`src/rtl/dram_rfsh_pkg.sv`:
```
package dram_rfsh_pkg;

  typedef enum logic [2:0] {
    ST_PAUSE,
    ST_IDLE,
    ST_CAS_SETUP,
    ST_RAS_LOW,
    ST_CAS_REL,
    ST_PRECHARGE,
    ST_SELF,
    ST_SELF_EXIT
  } rfsh_state_t;

  function automatic int unsigned max2(input int unsigned a, input int unsigned b);
    return (a > b) ? a : b;
  endfunction

endpackage

```
`src/rtl/rfsh_interval_timer.sv`:
```
module rfsh_interval_timer #(
  parameter int unsigned REF_INTERVAL = 3900
) (
  input  logic clk,
  input  logic rst_n,
  input  logic en,
  output logic tick
);
  localparam int unsigned TW = (REF_INTERVAL > 2) ? $clog2(REF_INTERVAL) : 1;

  logic [TW-1:0] cnt_q, cnt_d;

  always_comb begin
    tick  = en && (cnt_q == TW'(REF_INTERVAL - 1));
    cnt_d = cnt_q;
    if (en) cnt_d = tick ? '0 : cnt_q + TW'(1);
  end

  always_ff @(posedge clk or negedge rst_n) begin
    if (!rst_n) cnt_q <= '0;
    else        cnt_q <= cnt_d;
  end
endmodule

```
`src/rtl/rfsh_debt_counter.sv`:
```
module rfsh_debt_counter #(
  parameter int unsigned OWED_MAX = 8,
  localparam int unsigned OW = $clog2(OWED_MAX + 1)
) (
  input  logic          clk,
  input  logic          rst_n,
  input  logic          inc,
  input  logic          dec,
  output logic [OW-1:0] owed,
  output logic          overflow
);
  logic [OW-1:0] owed_d;
  logic          ovf_d;

  always_comb begin
    owed_d = owed;
    ovf_d  = overflow;
    unique case ({inc, dec})
      2'b10: begin
        if (owed == OW'(OWED_MAX)) ovf_d = 1'b1;
        else                       owed_d = owed + OW'(1);
      end
      2'b01:   owed_d = owed - OW'(1);
      default: ;
    endcase
  end

  always_ff @(posedge clk or negedge rst_n) begin
    if (!rst_n) begin
      owed     <= '0;
      overflow <= 1'b0;
    end else begin
      owed     <= owed_d;
      overflow <= ovf_d;
    end
  end
endmodule

```
`src/rtl/dram_refresh_seq.sv`:
```
module dram_refresh_seq
  import dram_rfsh_pkg::*;
#(
  parameter int unsigned CAS_LANES    = 4,
  parameter int unsigned INIT_PAUSE   = 50_000_000,
  parameter int unsigned WAKE_CYCLES  = 8,
  parameter int unsigned REF_INTERVAL = 3900,
  parameter int unsigned OWED_MAX     = 8,
  parameter int unsigned T_CSR        = 3,
  parameter int unsigned T_CHR        = 3,
  parameter int unsigned T_RAS        = 13,
  parameter int unsigned T_RP         = 14,
  parameter int unsigned T_RASS       = 25_000,
  parameter int unsigned T_RPS        = 28
) (
  input  logic                 clk,
  input  logic                 rst_n,
  input  logic                 grant,
  input  logic                 sr_req,
  output logic                 ref_req,
  output logic                 busy,
  output logic                 ras_n,
  output logic [CAS_LANES-1:0] cas_n,
  output logic                 init_done,
  output logic                 sr_active,
  output logic                 overflow
);
  localparam int unsigned MAXD = max2(max2(max2(INIT_PAUSE, T_RASS), max2(T_RAS, T_RP)),
                                      max2(max2(T_CSR, T_CHR), T_RPS));
  localparam int unsigned CW   = $clog2(MAXD + 1);
  localparam int unsigned WW   = (WAKE_CYCLES > 1) ? $clog2(WAKE_CYCLES) : 1;
  localparam int unsigned OW   = $clog2(OWED_MAX + 1);

  // reset: asserted asynchronously, released after two clock edges
  logic rst_meta, rst_sync;
  always_ff @(posedge clk or negedge rst_n) begin
    if (!rst_n) begin
      rst_meta <= 1'b0;
      rst_sync <= 1'b0;
    end else begin
      rst_meta <= 1'b1;
      rst_sync <= rst_meta;
    end
  end

  rfsh_state_t   state_q, state_d;
  logic [CW-1:0] cnt_q, cnt_d;
  logic [WW-1:0] wake_q, wake_d;
  logic          sr_mode_q, sr_mode_d;
  logic          init_q, init_d;
  logic          ras_q, ras_d, cas_q, cas_d;
  logic          tick, start_ref;
  logic [OW-1:0] owed;

  rfsh_interval_timer #(.REF_INTERVAL(REF_INTERVAL)) u_timer (
    .clk   (clk),
    .rst_n (rst_sync),
    .en    (init_q && !sr_mode_q),
    .tick  (tick)
  );

  rfsh_debt_counter #(.OWED_MAX(OWED_MAX)) u_debt (
    .clk      (clk),
    .rst_n    (rst_sync),
    .inc      (tick),
    .dec      (start_ref),
    .owed     (owed),
    .overflow (overflow)
  );

  function automatic logic [CW-1:0] phase_len(input rfsh_state_t s);
    case (s)
      ST_PAUSE:     return CW'(INIT_PAUSE - 1);
      ST_CAS_SETUP: return CW'(T_CSR - 1);
      ST_RAS_LOW:   return CW'(T_CHR - 1);
      ST_CAS_REL:   return CW'(T_RAS - T_CHR - 1);
      ST_PRECHARGE: return CW'(T_RP - 1);
      ST_SELF:      return CW'(T_RASS - T_CHR - 1);
      ST_SELF_EXIT: return CW'(T_RPS - 1);
      default:      return '0;
    endcase
  endfunction

  assign ref_req   = (state_q == ST_IDLE) && init_q && ((owed != '0) || sr_req);
  assign busy      = (state_q != ST_IDLE);
  assign sr_active = (state_q == ST_SELF);
  assign ras_n     = ras_q;
  assign cas_n     = {CAS_LANES{cas_q}};
  assign init_done = init_q;

  always_comb begin
    state_d   = state_q;
    cnt_d     = (cnt_q != '0) ? cnt_q - CW'(1) : '0;
    wake_d    = wake_q;
    sr_mode_d = sr_mode_q;
    init_d    = init_q;
    start_ref = 1'b0;
    unique case (state_q)
      ST_PAUSE:     if (cnt_q == '0) state_d = ST_CAS_SETUP;
      ST_IDLE: begin
        if (ref_req && grant) begin
          state_d   = ST_CAS_SETUP;
          sr_mode_d = sr_req;
          start_ref = !sr_req;
        end
      end
      ST_CAS_SETUP: if (cnt_q == '0) state_d = ST_RAS_LOW;
      ST_RAS_LOW:   if (cnt_q == '0) state_d = sr_mode_q ? ST_SELF : ST_CAS_REL;
      ST_CAS_REL:   if (cnt_q == '0) state_d = ST_PRECHARGE;
      ST_PRECHARGE: begin
        if (cnt_q == '0) begin
          if (init_q) begin
            state_d = ST_IDLE;
          end else if (wake_q == WW'(WAKE_CYCLES - 1)) begin
            init_d  = 1'b1;
            state_d = ST_IDLE;
          end else begin
            wake_d  = wake_q + WW'(1);
            state_d = ST_CAS_SETUP;
          end
        end
      end
      ST_SELF:      if ((cnt_q == '0) && !sr_req) state_d = ST_SELF_EXIT;
      ST_SELF_EXIT: begin
        if (cnt_q == '0) begin
          state_d   = ST_IDLE;
          sr_mode_d = 1'b0;
        end
      end
      default:      state_d = ST_IDLE;
    endcase
    if (state_d != state_q) cnt_d = phase_len(state_d);
    ras_d = !((state_d == ST_RAS_LOW) || (state_d == ST_CAS_REL) || (state_d == ST_SELF));
    cas_d = !((state_d == ST_CAS_SETUP) || (state_d == ST_RAS_LOW) || (state_d == ST_SELF));
  end

  always_ff @(posedge clk or negedge rst_sync) begin
    if (!rst_sync) begin
      state_q   <= ST_PAUSE;
      cnt_q     <= CW'(INIT_PAUSE - 1);
      wake_q    <= '0;
      sr_mode_q <= 1'b0;
      init_q    <= 1'b0;
      ras_q     <= 1'b1;
      cas_q     <= 1'b1;
    end else begin
      state_q   <= state_d;
      cnt_q     <= cnt_d;
      wake_q    <= wake_d;
      sr_mode_q <= sr_mode_d;
      init_q    <= init_d;
      ras_q     <= ras_d;
      cas_q     <= cas_d;
    end
  end
endmodule

```
`config.mk`:
```
export PLATFORM = sky130hd
export DESIGN_NAME = dram_refresh_seq
export DESIGN_NICKNAME = d
export VERILOG_FILES = /design/src/rtl/dram_rfsh_pkg.sv /design/src/rtl/rfsh_interval_timer.sv /design/src/rtl/rfsh_debt_counter.sv /design/src/rtl/dram_refresh_seq.sv
export SDC_FILE = /design/constraint.sdc
export NUM_CORES = 1
export LEC_CHECK = 0
export ABC_AREA = 1
export CORE_MARGIN = 1
export CORE_UTILIZATION = 60
export DETAILED_ROUTE_END_ITERATION = 10
export PLACE_DENSITY_LB_ADDON = 0.08
export SLEW_MARGIN = 0
export SYNTH_ARGS = -nofsm -noshare
export SYNTH_HDL_FRONTEND = slang
export SYNTH_HIERARCHICAL = 1
export SYNTH_SLANG_ARGS = --single-unit
```
`constraint.sdc`:
```
create_clock -name clk -period 1.99 [get_ports clk]
set_input_delay 0.398 -clock clk [delete_from_list [all_inputs] [get_ports clk]]
set_output_delay 0.398 -clock clk [all_outputs]
set_load 0.02 [all_outputs]
```
After elaboration in Yosys (flattened, before gate mapping)
Cells that the tools add are included.
W data, S select, Z words.
{ "word_totals": {"ff_bits": 55, "inputBits": 4, "elab_cells": 95} }
{ "classes": {"addsub": 5, "eq_ne": 23, "mux": 25, "n_bitwise": 2, "n_reduce_logical": 28} }
{ "op_table": {"columns": ["cell", "count"], "rows": [
  ["$pmux W26 S6", 1],
  ["$mux W26", 2],
  ["$eq A3 B3 Y1 const B", 9],
  ["$logic_not A26 Y1", 1],
  ["$reduce_bool A26 Y1", 1],
  ["$sub A26 B1 Y26 const B", 1],
  ["$mux W3", 8],
  ["$pmux W3 S8", 1],
  ["$add A12 B1 Y12 const B", 1],
  ["$eq A12 B12 Y1 const B", 1],
  ["$eq A3 B2 Y1 const B", 4],
  ["$mux W12", 1],
  ["$pmux W4 S2", 1],
  ["$logic_and A1 B1 Y1", 6],
  ["$logic_not A3 Y1", 2],
  ["$mux W1", 6],
  ["$mux W2", 3],
  ["$reduce_and A2 Y1", 3],
  ["$logic_or A1 B1 Y1", 5],
  ["$add A4 B1 Y4 const B", 1],
  ["$eq A4 B4 Y1 const B", 1],
  ["$logic_not A1 Y1", 4],
  ["$mux W4", 1],
  ["$ne A2 B2 Y1 const B", 2],
  ["other kinds (15)", 17]
]} }

Depth between registers and ports, before layout
Gate-level depths: netlist (run 1).
{ "logic_depth": {"ltp_word": 10, "ltp_mapped": 17} }

By module
The synthesis (run 1) kept the hierarchy.
{ "modules_own_cells": {"columns": ["mod", "instances", "cells_each", "area_per_inst_um2"], "rows": [
  ["dram_refresh_seq", 1, 284, 2366.0],
  ["rfsh_interval_timer", 1, 108, 787.0],
  ["rfsh_debt_counter", 1, 47, 332.8]
]} }

Worst setup path before layout (run 1)
OpenSTA, ideal clock, no wires.
{ "synth_timing": {"kind": "reg-to-reg", "start": "register, netlist name cnt_q[0]", "end": "register, netlist name cnt_q[24]", "t_arrival_ns": 2.133, "setup_slack_ns": -0.211, "path_stages_with_launch": 15, "path_buffers": 1, "synth_period_minus_slack_ns": 2.201, "cell_sequence": "dfstp_2 -> inv_1 -> ha_1 -> nand2_2 -> nor2_4 -> nand2_4 -> nor2_8 -> nand3_2 -> nand2_1 -> o21ai_1 -> nand2_1 -> nand2_4 -> nand3_4 -> buf_12 -> nor2_4"} }

==> results of run 1 <==
metal layers:
metal,global-route usage,vias up,wire length [um]
met1,0.3366,1453,3303
li1,-,1545,-
met5,0,-,0
met3,0.04302,9,167
met4,0.07963,0,91
met2,0.4684,46,3948
cell usage after synthesis, types with 3 or more instances:
cell        n
xor2_1     16
nor2_4     15
nand2_1   100
a21oi_1     5
nor2_1     65
o21ai_0    11
ha_1        5
nand3_1    35
inv_2       6
nor2_2     10
inv_1      43
nand3_2     6
dfstp_2    20
dfrtp_1    35
nor3_1      8
xnor2_1    10
o21bai_1    3
nand2_4     3
buf_4       4
nand2_2    11
o21ai_1     4
nand4_1     7
kinds of logic after synthesis:
group                    Yosys count  share of synthesized area
XOR/XNOR                          26                    0.06532
adder cells (fa/ha/maj)            5                    0.01795
multiplexers                       2                   0.006460
other                              1                   0.001076
AND/OR/NAND/NOR                  268                     0.3902
AO/OA/AOI/OAI                     26                    0.04523
buffers and inverters             56                    0.07178
flip-flops                        55                     0.4020
worst max-delay path: cells and delay by family (launching register included):
| family | cells | cell delay, ns |
|---|---|---|
| DFF | 1 | 0.39 |
| buffers and inverters | 1 | 0.17 |
| AOI/OAI and AO/OA | 2 | 0.28 |
| and+or+nand+nor | 9 | 1.16 |
cell type report:
cell class | instances | share of cell area
Sequential cell | 55 | 0.3161
Clock buffer | 5 | 0.01547
Timing Repair Buffer | 84 | 0.1544
Clock inverter | 3 | 0.003937
Tap cell | 72 | 0.02025
Inverter | 49 | 0.04134
Multi-Input combinational cell | 328 | 0.4485
timing repair:
| item | CTS | global route |
|---|---|---|
| endpoints found under the setup margin | 30 | 33 |
| buffers inserted | 2 | 7 |
| pin swaps | 4 | 4 |
| resized for setup | 17 | 34 |
stage by stage:
| stage | TNS, ns | setup slack (ns) | power, W |
|---|---|---|---|
| after detailed placement | -4.281 | -0.2304 | 0.001176 |
| after floorplan | -0.5887 | -0.06098 | 0.001157 |
| final | -0.8606 | -0.07024 | 0.001783 |
| after global placement | -3.325 | -0.1830 | 0.001175 |
| after global routing | -3.565 | -0.1675 | 0.001856 |
| after CTS | -0.01152 | -0.006009 | 0.001807 |
report_power, final:
group / switching (W) / internal [W] / leakage (nW)
sequential: 0.00000534 / 0.00112 / 0.602
clock: 0.000380 / 0.000248 / 0.0488
combinational: 0.0000191 / 0.00000871 / 1.48
worst min-delay path by stage:
stage / from / end / slack (ns) / cells after the start
2_1_floorplan: rst_n / rst_meta$_DFF_PN0_ / 0.10 / 0
3_3_place_gp: rst_sync$_DFF_PN0_ / u_debt/overflow$_DFFE_PN0P_ / 0.15 / 0
3_5_place_dp: rst_sync$_DFF_PN0_ / u_debt/overflow$_DFFE_PN0P_ / 0.15 / 0
4_1_cts: rst_sync$_DFF_PN0_ / u_timer/cnt_q[9]$_DFFE_PN0P_ / 0.15 / 0
5_1_grt: rst_sync$_DFF_PN0_ / u_timer/cnt_q[9]$_DFFE_PN0P_ / 0.17 / 0
6_report: rst_sync$_DFF_PN0_ / u_timer/cnt_q[9]$_DFFE_PN0P_ / 0.15 / 0
flip-flops by register name, indices dropped and copies added, names as in the netlist:
signal,count
cnt_q,26
u_timer/cnt_q,12
u_debt/owed,4
state_q,3
wake_q,3
cas_q,1
init_done,1
ras_n,1
rst_meta,1
rst_sync,1
sr_mode_q,1
u_debt/overflow,1
==> results_dict.tcl, run 1 <==
set metrics [dict create \
    yosysTopAreaCellShare 0.2513 \
    grt_start_max_net_pins 26 \
    crit_top_cell "nor2_2" \
    grt_antenna_before_repair 0 \
    ys_types 36 \
    gp_congestion 0.8548 \
    power_density_mw_per_mm2 400.8 \
    cts.clk_slew.worst_paths_ns 0.10 \
    async_flop_share 1.000 \
    max_stage_delay_ns 0.39 \
    crit_fanout 9 \
    ios 14 \
    grt_usage 0.2668 \
    clock_latency_ns 0.31 \
    slew_violations 0 \
    yosysWarningCount 6 \
    multi_input_area_mm2 0.001996 \
    violations "setup timing" \
    r2r_cells 12 \
    place_area_mm2 0.004154 \
    initial_core_util 0.6292 \
    design.core.area_mm2 0.005540 \
    period_share 1.035 \
    post-place-cells 579 \
    finalWirelength_um 7511 \
    synth_fp_nets 448 \
    overflow 0 \
    clkSinkCount 55 \
    end_kind "register" \
    hold_viol_final 0 \
    die_area_mm2 0.006118 \
    cap_violations 0 \
    diodes 0 \
    post_synth_main_area_contributors "dfrtp_1 25%, dfstp_2 15%, nand2_1 11%" \
    final_nets 532 \
    final_util 0.8031 \
    cts_tree "yes" \
    die_w_um 78.22 \
    worstSetupEndpoint "cnt_q[11]$_DFF_PN0_" \
    io_buffers 13 \
    finalNonFillerCells 596 \
    cp.arrival_ns 2.31 \
    worstReg2RegStart "cnt_q[4]$_DFF_PN1_" \
    required_ns 2.24 \
    synth_seq_cells 55 \
    fmaxAchievable_mhz 485.4 \
    ir_worst_vdd_uv 335.1 \
    avgSynthCellArea_um2 7.940 \
    synth_area_leader_cell "dfrtp_1" \
    syn_area_mm2 0.003486 \
    dr_total_vias 3053 \
    regArea_mm2 0.001406 \
    mostFrequentLayoutCell "nand2_1" \
    hold_buffers 0 \
    layout_common_cells "93 x nand2_1, 69 x buf_4, 44 x nor2_1, 38 x inv_1, 33 x nand3_1" \
    hpwlAfterDp_um 5568 \
    drc_errors 0 \
    firstDrtPassIters 4 \
    period_needed_ns 2.060 \
    ant_nets 0 \
    setup_slack_ns -0.07024 \
    fillers 393 \
    first_iter_violations 100 \
    htreeDepth 2 \
    seq_area_frac_synth 0.4020 \
    area_growth_pct 27.64 \
    die_h_um 78.22 \
    startpoint_type "register" \
    ff2ff_setup_slack_ns -0.07 \
    rsz0062_at_grt "yes" \
    rows 27 \
    clock_path_buffers 2 \
    whs_ns 0.1525 \
    path_class "register to register" \
    synth_edf_count 0 \
    cp_cell_sequence "nor2_2 -> nand2_1 -> nor2_4 -> nand2_4 -> nor2_8 -> o21ai_1 -> nor2_2 -> nand2_4 -> o21ai_4 -> nand3_4 -> buf_12 -> nor2_2" \
    clock-root-buffer "clkbuf_8" \
    grt_pass1_vias 3082 \
    p_leak_nw 2.129 \
    fin_area_mm2 0.004449 \
    cpMaxStageDelayCell "dfstp_2" \
    skew_ns 0.008893 \
    cp-startpoint "cnt_q[4]$_DFF_PN1_" \
    synth_ff_type "dfrtp_1" \
    reg2reg_to "cnt_q[11]$_DFF_PN0_" \
    post_drt_wl_per_cell_um 12.60 \
    grt_pass1_wl_um 13110 \
    status "finished, violations left" \
    netlist_instances 439 \
    hp-class "register to asynchronous set/reset pin" \
    finalSetupViolations 23 \
    cts_buffers 5 \
    drive_gt1_frac 0.3893 \
    viasPerCell 5.122 \
]
No activity file was read; power rests on OpenSTA's default activity.
==> run 2: changes to the inputs <==
Settings changed: CORE_UTILIZATION 60 to 25, GPL_ROUTABILITY_DRIVEN from default to 1.
Clock period 1.99 ns to 2 ns, I/O delays scaled along.
==> run 2 against run 1 <==
  * The run still ends with setup timing left
  * Setup slack lost 0.021 ns
  * Utilization is 44 points lower
  * Total power increased by 19%
  * Die area rose by 140%
  * Clock power up 54%
  * Sequential power barely moved
  * Via count decreased by 1.8%
  * Combinational power is 6% lower
  * Critical endpoint is now cnt_q[20]$_DFF_PN1_
  * Highest routed layer unchanged
==> results_dict.tcl, run 2 (synthesized netlist as in run 1, its figures left out) <==
set metrics [dict create \
    area_growth_pct 39.27 \
    largest_reg_flops 26 \
    die_w_um 120.1 \
    setup_slack_ns -0.09090 \
    startpoint_type "register" \
    cp_num_buf_inv 1 \
    hold_buffers 0 \
    ant_nets 0 \
    ios 14 \
    mostFrequentLayoutCell "nand2_1" \
    clock_latency_ns 0.31 \
    power_density_mw_per_mm2 436.0 \
    reg.largest.list "cnt_q: 26 flops, u_timer/cnt_q: 12 flops, u_debt/owed: 4 flops" \
    grt_usage 0.1283 \
    gp_congestion 0.8100 \
    fmaxAchievable_mhz 478.3 \
    post_drt_wl_per_cell_um 12.00 \
    firstDrtPassIters 4 \
    initial_core_util 0.2601 \
    crit_top_cell "nand2_2" \
    period_needed_ns 2.091 \
    multi_input_area_mm2 0.002083 \
    rsz0062_at_grt "yes" \
    die_area_mm2 0.01442 \
    worstReg2RegStart "cnt_q[7]$_DFF_PN0_" \
    hp-class "register to asynchronous set/reset pin" \
    crit_fanout 8 \
    violations "setup timing" \
    skew_ns 0.004977 \
    place_area_mm2 0.004395 \
    overflow 0 \
    path_delay_family "simple AND/OR/NAND/NOR gates" \
    first_iter_violations 76 \
    drive_gt1_frac 0.4182 \
    layout_common_cells "85 x nand2_1, 80 x buf_4, 46 x nor2_1, 37 x inv_1, 33 x dfrtp_1" \
    clock-root-buffer "clkbuf_16" \
    regArea_mm2 0.001404 \
    required_ns 2.25 \
    diodes 0 \
    p_leak_nw 2.277 \
    grt_pass1_vias 3006 \
    grt_antenna_before_repair 0 \
    slew_violations 0 \
    clkSinkCount 55 \
    design.core.area_mm2 0.01340 \
    hold_viol_final 0 \
    cts_tree "yes" \
    cp-startpoint "cnt_q[7]$_DFF_PN0_" \
    r2r_cells 14 \
    drc_errors 0 \
    die_h_um 120.1 \
    viasPerCell 4.199 \
    cap_violations 0 \
    cp.arrival_ns 2.34 \
    finalNonFillerCells 714 \
    cp_cell_sequence "nor2_2 -> nand2_2 -> nor2_4 -> nand2_4 -> nor2_8 -> nand2_2 -> nand2_2 -> nand2_2 -> nand2_2 -> nand2_4 -> o21ai_4 -> nand3_4 -> buf_12 -> nor2_4" \
    path_depth 14 \
    dr_total_vias 2998 \
    htreeDepth 2 \
    cts_buffers 5 \
    hpwlAfterDp_um 6601 \
    regMostFlops "cnt_q" \
    finalWirelength_um 8565 \
    grt_pass1_wl_um 14170 \
    cts.clk_slew.worst_paths_ns 0.07 \
    grt_start_max_net_pins 21 \
    max_stage_delay_ns 0.42 \
    rows 42 \
    fin_area_mm2 0.004855 \
    clock_path_buffers 2 \
    fillers 1420 \
    period_share 1.045 \
    status "finished, violations left" \
    cpMaxStageDelayCell "dfrtp_1" \
    io_buffers 13 \
    ir_worst_vdd_uv 294.0 \
    end_kind "register" \
    final_nets 546 \
    post-place-cells 698 \
    finalSetupViolations 21 \
    final_util 0.3623 \
    path_class "register to register" \
]
-- run 2: cell type report --
type	count	share of cell area
Inverter	49	0.03840
Clock buffer	8	0.03247
Tap cell	176	0.04536
Sequential cell	55	0.2892
Timing Repair Buffer	98	0.1655
Multi-Input combinational cell	328	0.4291
-- run 2: power by group --
| part | switching [W] | internal [W] | total [W] |
|---|---|---|---|
| combinational | 0.0000175 | 0.00000864 | 0.0000262 |
| clock | 0.000423 | 0.000543 | 0.000967 |
| sequential | 0.00000814 | 0.00112 | 0.00112 |
-- run 2: metrics by stage --
stage	power [W]	worst slack, ns	hold slack, ns	TNS (ns)
floorplan	0.001151	-0.05098	0.1044	-0.4887
global placement	0.001172	-0.2180	0.2295	-4.222
detailed placement	0.001173	-0.2804	0.2417	-5.508
CTS	0.002176	-0.07761	0.2413	-1.058
global route	0.002215	-0.2508	0.2498	-5.806
finish	0.002117	-0.09090	0.2181	-1.233
-- run 2: metal layers --
layer	part of all wire	vias up	wire length (um)	track usage
met1	0.48	1396	4100	0.1558
met2	0.48	13	4123	0.2148
met4	0.018	0	156	0.05156
li1	-	1579	-	-
met5	0	-	0	0
met3	0.021	10	184	0.03327
-- run 2: what timing repair did --
action                                  CTS  global route
endpoints found under the setup margin   30            33
setup buffers                             2             6
pin swaps                                 6            32
gates resized for setup                  16            62
-- run 2: worst paths after layout --
check,endpoint,slack [ns]
max,cnt_q[20]$_DFF_PN1_,-0.09
min,u_debt/owed[2]$_DFFE_PN0P_,0.22
max reg2reg,cnt_q[20]$_DFF_PN1_,-0.09
min reg2reg,u_debt/owed[2]$_DFFE_PN0P_,0.22
max in group asynchronous,cnt_q[17]$_DFF_PN1_,1.09
min in group clk,rst_sync$_DFF_PN0_,0.35
==> run 3: changes to the inputs <==
Settings changed: CORE_UTILIZATION 25 to 61, RECOVER_POWER from default to 50.
==> run 3 against run 2 <==
  * The run still ends with setup timing left
  * Final cell count shrank 17%
  * Routed wire length down 7.6%
  * Hold slack improved by 0.099 ns
  * First-iteration DRC count increased to 2.6 times the previous value
  * Clock power down 34%
  * Sequential power barely moved
  * Non-clock buffer count down 16
  * Via count increased by 2.2%
  * Critical path depth is 1 higher
  * Flip-flop and latch count did not move
  * Sequential share of layout area grew 3.0 points
  * Critical path type unchanged
  * Critical endpoint is now cnt_q[10]$_DFF_PN0_
==> results_dict.tcl, run 3 (synthesized netlist as in run 1, its figures left out) <==
set metrics [dict create \
    die_w_um 77.60 \
    ir_worst_vdd_uv 332.2 \
    rsz0062_at_grt "yes" \
    rows 27 \
    drc_errors 0 \
    clock_latency_ns 0.31 \
    first_iter_violations 198 \
    cap_violations 0 \
    grt_usage 0.2800 \
    reg.largest.list "cnt_q: 26 flops, u_timer/cnt_q: 12 flops, u_debt/owed: 4 flops" \
    clock_path_buffers 2 \
    path_class "register to register" \
    max_stage_delay_ns 0.39 \
    area_growth_pct 26.09 \
    io_buffers 13 \
    drive_gt1_frac 0.3621 \
    skew_ns 0.01422 \
    firstDrtPassIters 4 \
    power_density_mw_per_mm2 406.0 \
    r2r_cells 15 \
    layout_common_cells "93 x nand2_1, 67 x buf_4, 51 x nor2_1, 39 x inv_1, 34 x nand3_1" \
    crit_fanout 11 \
    cp.arrival_ns 2.31 \
    violations "setup timing" \
    finalWirelength_um 7911 \
    p_leak_nw 2.107 \
    slew_violations 0 \
    hold_buffers 0 \
    grt_antenna_before_repair 0 \
    grt_pass1_wl_um 13460 \
    whs_ns 0.3170 \
    hold_viol_final 0 \
    cp-startpoint "cnt_q[0]$_DFF_PN1_" \
    hpwlAfterDp_um 5605 \
    clock-root-buffer "clkbuf_8" \
    dr_total_vias 3065 \
    cpMaxStageDelayCell "dfstp_2" \
    gp_congestion 0.9682 \
    design.core.area_mm2 0.005507 \
    required_ns 2.25 \
    die_area_mm2 0.006021 \
    setup_slack_ns -0.06104 \
    ant_nets 0 \
    max_slew_margin 0.4033 \
    final_nets 530 \
    overflow 0 \
    die_h_um 77.60 \
    cp_cell_sequence "inv_2 -> ha_4 -> nand2_4 -> nor2_4 -> nand2_4 -> nor2_8 -> nand3_2 -> nand2_2 -> nor2_2 -> nor2_4 -> nand2_2 -> nand2_4 -> nand3_4 -> buf_12 -> nor2_2" \
    viasPerCell 5.160 \
    regArea_mm2 0.001404 \
    largest_reg_flops 26 \
    status "finished, violations left" \
    finalSetupViolations 17 \
    cts_buffers 5 \
    final_util 0.7982 \
    grt_pass1_vias 3069 \
    ios 14 \
    hp-class "input pin to asynchronous set/reset pin" \
    cts.clk_slew.worst_paths_ns 0.10 \
    cts_tree "yes" \
    grt_start_max_net_pins 37 \
    fillers 395 \
    period_needed_ns 2.061 \
    fmaxAchievable_mhz 485.2 \
    multi_input_area_mm2 0.001969 \
    initial_core_util 0.6330 \
    crit_top_cell "nand2_4" \
    worstReg2RegStart "cnt_q[0]$_DFF_PN1_" \
    pre_cts_ws_ns -0.2590 \
    clkSinkCount 55 \
    mostFrequentLayoutCell "nand2_1" \
    worst_pin_slew_ns 0.8951 \
    end_kind "register" \
    startpoint_type "register" \
    reg2reg_to "cnt_q[10]$_DFF_PN0_" \
    period_share 1.031 \
    post_drt_wl_per_cell_um 13.32 \
    ff2ff_setup_slack_ns -0.06 \
    diodes 0 \
    htreeDepth 2 \
    regMostFlops "cnt_q" \
]
-- run 3: cell count changes in the layout (fill, tap and decap cells not counted), moves of 3 or more --
cell	change
nor2_1	+5
o21ai_1	-3
nor2_4	-5
o21ai_0	+3
nand2_2	-6
buf_6	-3
clkbuf_8	+6
nand2_1	+8
clkbuf_16	-6
buf_4	-13
nand3_1	+4
-- run 3: through the flow --
| step | setup TNS [ns] | cells | instance area [um2] | power, W |
|---|---|---|---|---|
| after global placement | -3.058 | 575 | 4123 | 0.001170 |
| after detailed placement | -5.094 | 575 | 4123 | 0.001172 |
| after global routing | -4.201 | 594 | 4395 | 0.001850 |
| after floorplan | -0.4887 | 439 | 3507 | 0.001151 |
| final | -0.6146 | 594 | 4395 | 0.001785 |
| after CTS | 0 | 587 | 4297 | 0.001800 |
-- run 3: area by class of cell --
class                           count  area share
Tap cell                           72     0.02050
Multi-Input combinational cell    328      0.4480
Sequential cell                    55      0.3194
Clock buffer                        7     0.01964
Timing Repair Buffer               82      0.1494
Clock inverter                      1    0.001139
Inverter                           49     0.04184
-- run 3: how the worst max path moves through the flow --
stage,end,slack (ns)
finish,cnt_q[10]$_DFF_PN0_,-0.06
CTS,cnt_q[25]$_DFF_PN1_,0.002
detailed placement,u_debt/owed[2]$_DFFE_PN0P_,-0.26
global route,cnt_q[10]$_DFF_PN0_,-0.19
floorplan,cnt_q[24]$_DFF_PN0_,-0.05
global placement,u_debt/owed[2]$_DFFE_PN0P_,-0.16
-- run 3: worst max-delay path, delay by kind of cell, from the launching register on --
kind                     cells  cell delay [ns]
adder cells (fa/ha/maj)      1             0.14
flip-flops                   1             0.39
AND/OR/NAND/NOR             12             1.23
buffers and inverters        2             0.23
-- run 3: layer usage --
layer	GRT usage	up-vias	routed length, um
li1	-	1540	-
met1	0.3514	1455	3488
met2	0.4912	51	4038
met3	0.03765	19	214
met4	0.1000	0	170
met5	0	-	0
-- run 3: repair_timing --
| item | in CTS | in global routing |
|---|---|---|
| endpoints found under the setup margin | 30 | 33 |
| setup buffers | 4 | 7 |
| gates resized for setup | 21 | 21 |
| pin swaps | 4 | 10 |
-- run 3: where the power goes --
part           switching (W)  leakage, nW   total, W  internal [W]
combinational      0.0000166         1.45  0.0000229    0.00000629
sequential        0.00000772        0.604    0.00112       0.00112
clock               0.000358       0.0482   0.000639      0.000281
total               0.000382         2.11    0.00178       0.00140
